## config.mk

```make
export PLATFORM = sky130hd
export DESIGN_NAME = stk_engine
export DESIGN_NICKNAME = d
export VERILOG_FILES = /design/src/rtl/stk_pkg.sv /design/src/rtl/stk_seq.sv /design/src/rtl/stk_ptr.sv /design/src/rtl/stk_xfer.sv /design/src/rtl/stk_engine.sv
export SDC_FILE = /design/constraint.sdc
export NUM_CORES = 1
export LEC_CHECK = 0
export ABC_AREA = 1
export BUFFER_PORTS_ARGS = -buffer_cell sky130_fd_sc_hd__buf_2
export CELL_PAD_IN_SITES_DETAIL_PLACEMENT = 1
export CELL_PAD_IN_SITES_GLOBAL_PLACEMENT = 2
export CORE_AREA = 2 2 138 140
export DETAILED_ROUTE_END_ITERATION = 7
export DIE_AREA = 0 0 140 142
export PLACE_DENSITY_LB_ADDON = 0.2
export SLEW_MARGIN = 30
export SYNTH_ARGS = -nofsm -noshare
export SYNTH_HDL_FRONTEND = slang
export SYNTH_SLANG_ARGS = --single-unit
```

## constraint.sdc

```tcl
create_clock -name clk -period 10.5 [get_ports clk]
set_clock_uncertainty 0.1 [all_clocks]
set_input_delay 2.1 -clock clk [delete_from_list [all_inputs] [get_ports clk]]
set_output_delay 2.1 -clock clk [all_outputs]
set_load 0.1 [all_outputs]
```

## src/rtl/stk_pkg.sv

```systemverilog
package stk_pkg;

    localparam int WORD_W = 16;
    localparam int LANES  = WORD_W / 8;
    localparam int OP_W   = 4;

    typedef enum logic [OP_W-1:0] {
        OP_NOP   = 4'd0,
        OP_PUSHW = 4'd1,
        OP_PUSHB = 4'd2,
        OP_PUSHA = 4'd3,
        OP_POPW  = 4'd4,
        OP_POPB  = 4'd5,
        OP_POPA  = 4'd6,
        OP_CALL  = 4'd7,
        OP_CALLA = 4'd8,
        OP_RET   = 4'd9,
        OP_RETA  = 4'd10,
        OP_INTE  = 4'd11,
        OP_RETI  = 4'd12,
        OP_LDSP  = 4'd13,
        OP_RSV14 = 4'd14,
        OP_RSV15 = 4'd15
    } stk_op_e;

    typedef enum logic [1:0] {
        WS_LO,
        WS_HI,
        WS_BYTE,
        WS_SR
    } wsrc_e;

    typedef enum logic [1:0] {
        RD_WORD,
        RD_BYTE,
        RD_HI,
        RD_SR
    } rdst_e;

    typedef struct packed {
        logic  we;
        logic  hi;
        logic  bytewide;
        wsrc_e wsrc;
        rdst_e rdst;
    } beat_t;

    // memory beats needed by an operation
    function automatic logic [1:0] op_beats(stk_op_e op);
        case (op)
            OP_PUSHW, OP_PUSHB, OP_POPW, OP_POPB, OP_CALL, OP_RET: return 2'd1;
            OP_PUSHA, OP_POPA, OP_CALLA, OP_RETA, OP_INTE, OP_RETI: return 2'd2;
            default: return 2'd0;
        endcase
    endfunction

    function automatic logic op_known(stk_op_e op);
        return (op_beats(op) != 2'd0) || (op == OP_LDSP);
    endfunction

    function automatic logic op_grows(stk_op_e op);
        return op inside {OP_PUSHW, OP_PUSHB, OP_PUSHA, OP_CALL, OP_CALLA, OP_INTE};
    endfunction

    function automatic logic op_shrinks(stk_op_e op);
        return op inside {OP_POPW, OP_POPB, OP_POPA, OP_RET, OP_RETA, OP_RETI};
    endfunction

    // bytes of stack taken by one item
    function automatic logic [2:0] op_frame(stk_op_e op);
        return {op_beats(op), 1'b0};
    endfunction

    // what one beat of an operation does on the memory port
    function automatic beat_t beat_plan(stk_op_e op, logic step);
        beat_t b;
        b = '{we: 1'b0, hi: 1'b0, bytewide: 1'b0, wsrc: WS_LO, rdst: RD_WORD};
        case (op)
            OP_PUSHW, OP_CALL: b.we = 1'b1;
            OP_PUSHB: begin
                b.we       = 1'b1;
                b.bytewide = 1'b1;
                b.wsrc     = WS_BYTE;
            end
            OP_PUSHA, OP_CALLA: begin
                b.we   = 1'b1;
                b.hi   = !step;
                b.wsrc = step ? WS_LO : WS_HI;
            end
            OP_INTE: begin
                b.we   = 1'b1;
                b.hi   = !step;
                b.wsrc = step ? WS_SR : WS_LO;
            end
            OP_POPB: begin
                b.bytewide = 1'b1;
                b.rdst     = RD_BYTE;
            end
            OP_POPA, OP_RETA: begin
                b.hi   = step;
                b.rdst = step ? RD_HI : RD_WORD;
            end
            OP_RETI: begin
                b.hi   = step;
                b.rdst = step ? RD_WORD : RD_SR;
            end
            default: b.rdst = RD_WORD;
        endcase
        return b;
    endfunction

endpackage

```

## src/rtl/stk_seq.sv

```systemverilog
module stk_seq
    import stk_pkg::*;
(
    input  logic    clk,
    input  logic    rst,
    input  logic    cmd_valid,
    input  stk_op_e cmd_op,
    output logic    accept,
    output logic    busy,
    output logic    done,
    output stk_op_e op_q,
    output logic    step,
    output logic    last
);

    logic busy_q, done_q, step_q;

    assign accept = cmd_valid && !busy_q && op_known(cmd_op);
    assign last   = busy_q && (({1'b0, step_q} + 2'd1) == op_beats(op_q));
    assign busy   = busy_q;
    assign done   = done_q;
    assign step   = step_q;

    always_ff @(posedge clk) begin
        if (rst) begin
            busy_q <= 1'b0;
            done_q <= 1'b0;
            step_q <= 1'b0;
            op_q   <= OP_NOP;
        end else begin
            done_q <= 1'b0;
            if (accept) begin
                op_q   <= cmd_op;
                step_q <= 1'b0;
                if (op_beats(cmd_op) == 2'd0) done_q <= 1'b1;
                else                          busy_q <= 1'b1;
            end else if (busy_q) begin
                if (last) begin
                    busy_q <= 1'b0;
                    done_q <= 1'b1;
                end else begin
                    step_q <= 1'b1;
                end
            end
        end
    end


    done_not_busy_chk: assert property (@(posedge clk) disable iff (rst)
        done |-> !busy);


    beat_cont_chk: assert property (@(posedge clk) disable iff (rst)
        (busy && !last) |=> busy);


    reserved_ignored_chk: assert property (@(posedge clk) disable iff (rst)
        (cmd_valid && !busy && !op_known(cmd_op)) |=> (!busy && !done));

endmodule

```

## src/rtl/stk_ptr.sv

```systemverilog
module stk_ptr #(
    parameter int              ADDR_W   = 20,
    parameter logic [ADDR_W-1:0] SP_RESET = 20'h00200
) (
    input  logic              clk,
    input  logic              rst,
    input  logic              ld,
    input  logic [ADDR_W-1:0] ld_val,
    input  logic              dec,
    input  logic              inc,
    input  logic [2:0]        amt,
    output logic [ADDR_W-1:0] sp
);

    localparam logic [ADDR_W-1:0] RST_EVEN = {SP_RESET[ADDR_W-1:1], 1'b0};

    always_ff @(posedge clk) begin
        if (rst)      sp <= RST_EVEN;
        else if (ld)  sp <= {ld_val[ADDR_W-1:1], 1'b0};
        else if (dec) sp <= sp - ADDR_W'(amt);
        else if (inc) sp <= sp + ADDR_W'(amt);
    end


    sp_even_chk: assert property (@(posedge clk) disable iff (rst)
        !sp[0]);

endmodule

```

## src/rtl/stk_xfer.sv

```systemverilog
module stk_xfer
    import stk_pkg::*;
#(
    parameter int ADDR_W = 20
) (
    input  logic              clk,
    input  logic              rst,
    input  logic              busy,
    input  stk_op_e           op_q,
    input  logic              step,
    input  logic [ADDR_W-1:0] sp,
    input  logic [ADDR_W-1:0] data_q,
    input  logic [WORD_W-1:0] sr_q,
    input  logic [WORD_W-1:0] mem_rdata,
    output logic              mem_req,
    output logic              mem_we,
    output logic [ADDR_W-1:0] mem_addr,
    output logic [LANES-1:0]  mem_be,
    output logic [WORD_W-1:0] mem_wdata,
    output logic [ADDR_W-1:0] pop_data,
    output logic [WORD_W-1:0] pop_sr
);

    localparam int EXT_W = ADDR_W - WORD_W;

    beat_t plan;

    always_comb begin
        plan      = beat_plan(op_q, step);
        mem_req   = busy;
        mem_we    = busy && plan.we;
        mem_addr  = plan.hi ? sp + ADDR_W'(LANES) : sp;
        mem_be    = plan.bytewide ? LANES'(1) : '1;
        case (plan.wsrc)
            WS_HI:   mem_wdata = WORD_W'(data_q[ADDR_W-1:WORD_W]);
            WS_BYTE: mem_wdata = WORD_W'(data_q[7:0]);
            WS_SR:   mem_wdata = sr_q;
            default: mem_wdata = data_q[WORD_W-1:0];
        endcase
    end

    always_ff @(posedge clk) begin
        if (rst) begin
            pop_data <= '0;
            pop_sr   <= '0;
        end else if (busy && !plan.we) begin
            case (plan.rdst)
                RD_BYTE: pop_data <= ADDR_W'(mem_rdata[7:0]);
                RD_HI:   pop_data[ADDR_W-1:WORD_W] <= mem_rdata[EXT_W-1:0];
                RD_SR:   pop_sr <= mem_rdata;
                default: pop_data <= ADDR_W'(mem_rdata);
            endcase
        end
    end


    addr_even_chk: assert property (@(posedge clk) disable iff (rst)
        mem_req |-> !mem_addr[0]);


    req_only_busy_chk: assert property (@(posedge clk) disable iff (rst)
        !busy |-> !mem_we);

endmodule

```

## src/rtl/stk_engine.sv

```systemverilog
module stk_engine
    import stk_pkg::*;
#(
    parameter int                ADDR_W   = 20,
    parameter logic [ADDR_W-1:0] SP_RESET = 20'h00200
) (
    input  logic              clk,
    input  logic              rst,
    input  logic              cmd_valid,
    input  logic [3:0]        cmd_op,
    input  logic [ADDR_W-1:0] cmd_data,
    input  logic [15:0]       cmd_sr,
    output logic              busy,
    output logic              done,
    output logic [ADDR_W-1:0] pop_data,
    output logic [15:0]       pop_sr,
    output logic [ADDR_W-1:0] sp,
    output logic              mem_req,
    output logic              mem_we,
    output logic [ADDR_W-1:0] mem_addr,
    output logic [1:0]        mem_be,
    output logic [15:0]       mem_wdata,
    input  logic [15:0]       mem_rdata
);

    stk_op_e           op_in, op_q;
    logic              accept, step, last;
    logic [ADDR_W-1:0] data_q;
    logic [WORD_W-1:0] sr_q;
    logic              sp_ld, sp_dec, sp_inc;
    logic [2:0]        sp_amt;

    assign op_in  = stk_op_e'(cmd_op);
    assign sp_ld  = accept && (op_in == OP_LDSP);
    assign sp_dec = accept && op_grows(op_in);
    assign sp_inc = last && op_shrinks(op_q);
    assign sp_amt = sp_dec ? op_frame(op_in) : op_frame(op_q);

    always_ff @(posedge clk) begin
        if (rst) begin
            data_q <= '0;
            sr_q   <= '0;
        end else if (accept) begin
            data_q <= cmd_data;
            sr_q   <= cmd_sr;
        end
    end

    stk_seq u_seq (
        .clk       (clk),
        .rst       (rst),
        .cmd_valid (cmd_valid),
        .cmd_op    (op_in),
        .accept    (accept),
        .busy      (busy),
        .done      (done),
        .op_q      (op_q),
        .step      (step),
        .last      (last)
    );

    stk_ptr #(.ADDR_W(ADDR_W), .SP_RESET(SP_RESET)) u_ptr (
        .clk    (clk),
        .rst    (rst),
        .ld     (sp_ld),
        .ld_val (cmd_data),
        .dec    (sp_dec),
        .inc    (sp_inc),
        .amt    (sp_amt),
        .sp     (sp)
    );

    stk_xfer #(.ADDR_W(ADDR_W)) u_xfer (
        .clk       (clk),
        .rst       (rst),
        .busy      (busy),
        .op_q      (op_q),
        .step      (step),
        .sp        (sp),
        .data_q    (data_q),
        .sr_q      (sr_q),
        .mem_rdata (mem_rdata),
        .mem_req   (mem_req),
        .mem_we    (mem_we),
        .mem_addr  (mem_addr),
        .mem_be    (mem_be),
        .mem_wdata (mem_wdata),
        .pop_data  (pop_data),
        .pop_sr    (pop_sr)
    );


    push_drop_chk: assert property (@(posedge clk) disable iff (rst)
        (accept && op_grows(op_in)) |=> (sp == $past(sp) - ADDR_W'(op_frame($past(op_in)))));


    sp_hold_chk: assert property (@(posedge clk) disable iff (rst)
        (busy && !last) |=> $stable(sp));


    byte_lane_chk: assert property (@(posedge clk) disable iff (rst)
        (mem_we && op_q == OP_PUSHB) |-> (mem_be == 2'b01));


    pop_rise_chk: assert property (@(posedge clk) disable iff (rst)
        (last && op_shrinks(op_q)) |=> (sp == $past(sp) + ADDR_W'(op_frame($past(op_q)))));

endmodule

```

* Word level (Yosys, flattened, before mapping)
Memories as Yosys holds them, arrays and structs flattened. A register that Yosys moved wholly into a read port is not among the register bits.
Cells that the tools add are included.
** Cells by class
- Add/subtract/negate cells :: 4
- Multipliers :: 0
- Divide/modulo/power cells :: 0
- Magnitude comparators :: 0
- Equality and inequality tests :: 27
- Shifts and indexed selects :: 0
- Mux-type cells :: 32
- Bitwise gates (word level) :: 3
- Reduce and logical (&&, ||, !) cells :: 31
** Operators with widths (number)
- two-way mux 20 bit :: 4
- one-hot mux 16 bit (3 select lines) :: 1
- equality test 4 bit (second input constant) :: 8
- one-hot mux 16 bit (2 select lines) :: 1
- adder 20 x 2 -> 20 bit (second input constant) :: 1
- adder 20 x 3 -> 20 bit :: 1
- equality test 4 x 3 -> 1 bit (second input constant) :: 5
- subtractor 20 x 3 -> 20 bit :: 1
- equality test 4 x 2 -> 1 bit (second input constant) :: 4
- two-way mux 4 bit :: 4
- two-way mux 2 bit :: 6
- one-hot mux 2 bit (3 select lines) :: 2
- nonzero test 6 bit :: 2
- OR reduction 2 bit :: 6
- two-way mux 1 bit :: 11
- equality test 2 bit (second input constant) :: 4
- equality test 4 x 1 -> 1 bit (second input constant) :: 2
- logical AND 1 bit :: 8
- one-hot mux 4 bit (2 select lines) :: 1
- AND reduction 2 bit :: 4
- OR reduction 3 bit :: 2
- OR reduction 6 bit :: 1
- equality test 2 x 1 -> 1 bit (second input constant) :: 2
- nonzero test 2 bit :: 2
- other kinds (10) :: 14
** Word-level totals
- Bits in registers :: 99
- Bits in latches :: 0
- Bits in writable memories :: 0
- Bits in read-only memories :: 160
- Input bits :: 59
- Output and inout bits :: 98
- Logic and storage cells :: 113
- Memories kept :: 5
** Memories
- (no name shown) :: words 16, width 2, rd ports 1, clocked after Yosys merged registers in 0, write ports 0, line stk_pkg.sv:50 : case (op)
- (no name shown) :: words 16, width 2, rd ports 1, clocked after Yosys merged registers in 1, write ports 0, line stk_pkg.sv:50
- (no name shown) :: words 16, width 2, rd ports 1, clocked after Yosys merged registers in 0, write ports 0, line stk_pkg.sv:50
- (no name shown) :: words 16, width 2, rd ports 1, clocked after Yosys merged registers in 1, write ports 0, line stk_pkg.sv:50
- (no name shown) :: words 16, width 2, rd ports 1, clocked after Yosys merged registers in 0, write ports 0, line stk_pkg.sv:50

* Logic depth before layout (Yosys ltp)
An unclocked memory read counts as a cell.
- Depth in word-level cells :: 10
- Gate-level depth with buffers :: 28
- Depth with buffers taken out :: 28

* By module
Synthesis repeated with hierarchy kept, for this count alone.
** Second synthesis, totals
- Cell total of the unflattened synthesis :: 1112
- Area, all modules :: 7100.6 sq um
** By module, submodules not included
- stk_xfer :: instances 1, cells an instance 469, area an instance 2783.9 sq um
- stk_ptr :: instances 1, cells an instance 329, area an instance 2059.5 sq um
- stk_engine :: instances 1, cells an instance 223, area an instance 1609.0 sq um
- stk_seq :: instances 1, cells an instance 91, area an instance 648.1 sq um

* Worst setup path after synthesis
No wires, ideal clock.
- Path type :: register to output
- Start point :: reg u_ptr.sp[2]
- End point :: out mem_addr[17]
- Arrival :: 3712 ps
- Setup slack :: 4588 ps
- Stages on the path, launching flop included :: 11
- Buffers on the path :: 0
- Path through :: dfxtp_1 -> ha_1 -> inv_1 -> nor2_4 -> and3_4 -> nand2_4 -> nor2_4 -> nand3_4 -> nor2_4 -> nand2_1 -> xnor2_1
** Between the ends
- Cells in the longest elaborated chain, start to end :: 2
** Ends and longest elaborated chain
- from (decl) :: line stk_ptr.sv:12 : output logic [ADDR_W-1:0] sp
- from (signal assigned) :: line stk_ptr.sv:19 : else if (ld) sp <= {ld_val[ADDR_W-1:1], 1'b0};
- from (signal assigned) :: line stk_ptr.sv:20 : else if (dec) sp <= sp - ADDR_W'(amt);
- from (signal assigned) :: line stk_ptr.sv:21 : else if (inc) sp <= sp + ADDR_W'(amt);
- adder 20 x 2 -> 20 bit :: line stk_xfer.sv:32 : mem_addr = plan.hi ? sp + ADDR_W'(LANES) : sp;
- two-way mux 20 bit :: line stk_xfer.sv:32
- to (decl) :: line stk_engine.sv:20 : output logic [ADDR_W-1:0] mem_addr,
No other way between the ends.

* Worst setup path in the final report
- Start point :: in cmd_op[0]
- End point :: reg u_ptr.sp[14]
** Between the ends
- Cells in the longest elaborated chain, start to end :: 10
** Ends and longest elaborated chain
- from (decl) :: line stk_engine.sv:10 : input logic [3:0] cmd_op,
- memory read (16 x 2 bit)
- nonzero test 2 bit :: line stk_pkg.sv:58 : return (op_beats(op) != 2'd0) || (op == OP_LDSP);
- logical OR 1 bit :: line stk_pkg.sv:58
- logical AND 1 bit :: line stk_seq.sv:18 : assign accept = cmd_valid && !busy_q && op_known(cmd_op);
- logical AND 1 bit :: line stk_engine.sv:35 : assign sp_dec = accept && op_grows(op_in);
- two-way mux 3 bit :: line stk_engine.sv:37 : assign sp_amt = sp_dec ? op_frame(op_in) : op_frame(op_q);
- adder 20 x 3 -> 20 bit :: line stk_ptr.sv:21
- two-way mux 20 bit :: line stk_ptr.sv:21
- two-way mux 20 bit :: line stk_ptr.sv:20
- two-way mux 20 bit :: line stk_ptr.sv:19
Several ways; a longest one is shown, not always the timed one. The select of a mux whose other input is x is not followed.
A chain may end at the register's enable or synchronous reset.

==> flow_summary.yaml <==
pwr:
  cellLeakagePower_nw: 3.27
  irDropWorstVdd_mv: 0.0862
  powerDensity_nw_per_um2: 211
place:
  gp_congestion: 0.814
  dp_hpwl_mm: 14.4
  port_buffers: 153
worst_setup_path:
  r2r_cells: 16
  crit_path_max_fanout: 18
  r2r_start: "u_seq.busy"
  cp-startpoint: "cmd_op[0]"
  required_ns: 10.69
  start_kind: "input pin"
  critPathArrivalTime_ns: 5.98
  critPathCaptureType: "register"
  path_class: "in2reg"
synthesis:
  postSynthAreaPerCell_sq_um: 7.10
  synth_area_sq_um: 5630
  yosysSeqAreaShare_pct: 35.5
  synthMuxAreaShare_pct: 0.200
  yosysWarnings: 0
  synth_top_family_by_area: "compound AO/OA/AOI/OAI gates"
  synth_compound_area_share_pct: 22.6
  ys_ff_latch: 100
  synth_fa_ha_area_share_pct: 6.44
  yosysTopAreaCell: "dfxtp_1"
  synth_cells: 793
  synth_common_cells: "127 x nand2_1, 108 x a21oi_1, 100 x dfxtp_1, 84 x inv_1, 78 x o21ai_0"
  synth_top_cells_by_area: "dfxtp_1 36%, a21oi_1 9.6%, nand2_1 8.5%, o21ai_0 6.9%, ha_1 6.4%"
  synth-simple-area-share_pct: 22.0
  async_reset_ff_share_pct: 0
  synth_top_area_share_pct: 35.5
  synth_xor_area_share_pct: 4.20
  ys.flop_type: "dfxtp_1"
  ys_types: 48
  synth_most_common_cell: "nand2_1"
  synth_edf_count: 0
timing:
  fin_crit_ns: 5.79
  slew_headroom_pct: 39.6
  grt_setup_unrepaired: "no"
  tightest_slew_ns: 0.907
  tns_ns: 0
  worst_hold_slack_ns: 0.356
  finalSetupViolCount: 0
  finalHoldViolations: 0
  fmax_mhz: 173
  drv_slew: 0
  fin_crit_sh_pct: 55.2
finish:
  syn2layout_area_growth_pct: 21.6
  drive_gt1_share_pct: 21.8
  fin_nets: 1016
  antennaDiodeCount: 0
drt:
  drtIter0Drc: 264
  dr.pass1.iters: 7
  wire_per_inst_um: 16.2
  ant_nets: 0
  wl_mm: 18.9
  vias_per_cell: 5.00
  drcViolationCount: 10
  num_vias: 5828
floorplanning:
  fp.dieH_um: 142
  die_w_um: 140
  core_sq_um: 18500
  row_count: 50
  num_io_pins: 157
  start_util_pct: 30.5
  dieArea_sq_um: 19900
clocking:
  cts.clk_slew.worst_paths_ns: 0.07
  cts_buffers: 9
  cts.path.max_buffers: 2
  cts_setup_buffers: 0
  cts-resized-gates: 0
  clock-sinks: 100
  root_buffer: "clkbuf_16"
  insertion_delay_ns: 0.36
  cts_hold_buffers: 0
  cts_tree: "done"
  h-tree-depth: 3
hold_path:
  hp-class: "reg2reg"
  worstHoldPathCells: 2
  hp-start: "data_q[8]"
grt:
  grt_usage_pct: 19.2
  grt_max_degree: 74
  grt_pass1_wl_mm: 30.4
  overflow: 0
  antenna_found_initial: 0
  grt_pass1_vias: 5970
job:
  maxCapViolCount: 0
status:
  violations: "DRC"
  status: "finished, violations left"
per-stage QoR:
stage / total power, mW / utilization [%] / area (sq um) / worst slack [ns] / std cells
3_5_place_dp: 1.13 / 35.6 / 6570 / 4.31 / 1151
4_1_cts: 1.46 / 37.1 / 6850 / 4.68 / 1166
6_report: 1.44 / 37.1 / 6850 / 4.71 / 1166
5_1_grt: 1.54 / 37.1 / 6850 / 4.15 / 1166
3_3_place_gp: 1.12 / 35.6 / 6570 / 4.39 / 1151
2_1_floorplan: 0.987 / - / 5640 / 4.59 / 794
power by group:
group / leakage (nW) / total [mW] / internal (mW) / switching [mW]
combinational: 2.32 / 0.667 / 0.151 / 0.516
clock: 0.137 / 0.331 / 0.166 / 0.166
sequential: 0.819 / 0.445 / 0.414 / 0.0312
worst max-delay path, cell delays in order:
cell and delay [ns]:
buf_2 0.11, inv_1 0.07, ha_1 0.30, o21ai_0 0.15
nand2_1 0.07, nand2_1 0.11, nand3_2 0.10, nand3_1 0.14
inv_1 0.09, nand2_1 0.07, o21ai_0 0.09, ha_1 0.19
or2_2 0.48, ha_1 0.43, nand2_1 0.11, nor2_1 0.18
o21ai_0 0.11, o211ai_1 0.11, a31oi_1 0.11, o21ai_0 0.27
a21boi_0 0.16, or2_2 0.29, a31oi_1 0.12
registers in the layout, indices dropped and copies added, names as in the netlist, named ones only:
register / flops
u_xfer.pop_sr: 16
u_seq.step: 1
u_ptr.sp: 19
u_seq.done: 1
data_q: 20
u_xfer.pop_data: 20
sr_q: 16
u_seq.op_q: 4
u_seq.busy: 1
per-layer routing:
| layer | share of wire [%] | global-route usage (%) | vias to the layer above |
|---|---|---|---|
| met1 | 44 | 23.0 | 2764 |
| met2 | 49 | 34.8 | 117 |
| met5 | 0 | 0 | - |
| met3 | 5.4 | 3.97 | 19 |
| met4 | 1.7 | 5.95 | 0 |
| li1 | - | - | 2928 |
layout make-up:
| class | instances | area, sq um |
|---|---|---|
| timing repair buffer | 156 | 788 |
| clock inverter | 6 | 56.3 |
| multi-input combinational | 569 | 3140 |
| inverter | 92 | 345 |
| sequential | 100 | 2000 |
| tap | 234 | 293 |
| fill | 2411 | 11600 |
| clock buffer | 9 | 225 |
logic make-up (layout without fill, tap and decap cells):
family / after synthesis / in the layout
mux: 1 / 1
buf+inv: 125 / 263
other cells: 2 / 3
simple gates: 278 / 278
fa+ha+maj: 29 / 29
flops: 100 / 100
xor+xnor: 27 / 27
compound gates: 231 / 231
final timing paths:
check        slack (ns)            to
max                4.71  u_ptr.sp[14]
min                0.36     data_q[8]
max reg2reg        6.76  u_ptr.sp[14]
min reg2reg        0.36     data_q[8]
cells in the final DEF (no fill, tap or decap), drive strengths merged, types with 5 or more instances in the layout:
cell type | Yosys | final
ha | 29 | 29
o22ai | 12 | 12
o21ai | 78 | 78
clkbuf | 24 | 9
dfxtp | 100 | 100
nand4 | 6 | 6
xor2 | 20 | 20
nor2 | 80 | 80
buf | 9 | 156
nor3 | 17 | 17
nand2 | 130 | 130
nand3 | 35 | 35
a31oi | 6 | 6
or2 | 5 | 5
xnor2 | 7 | 7
inv | 91 | 96
a21oi | 108 | 108
o221ai | 12 | 12
Note: power is estimated with default switching activity, not from simulation.
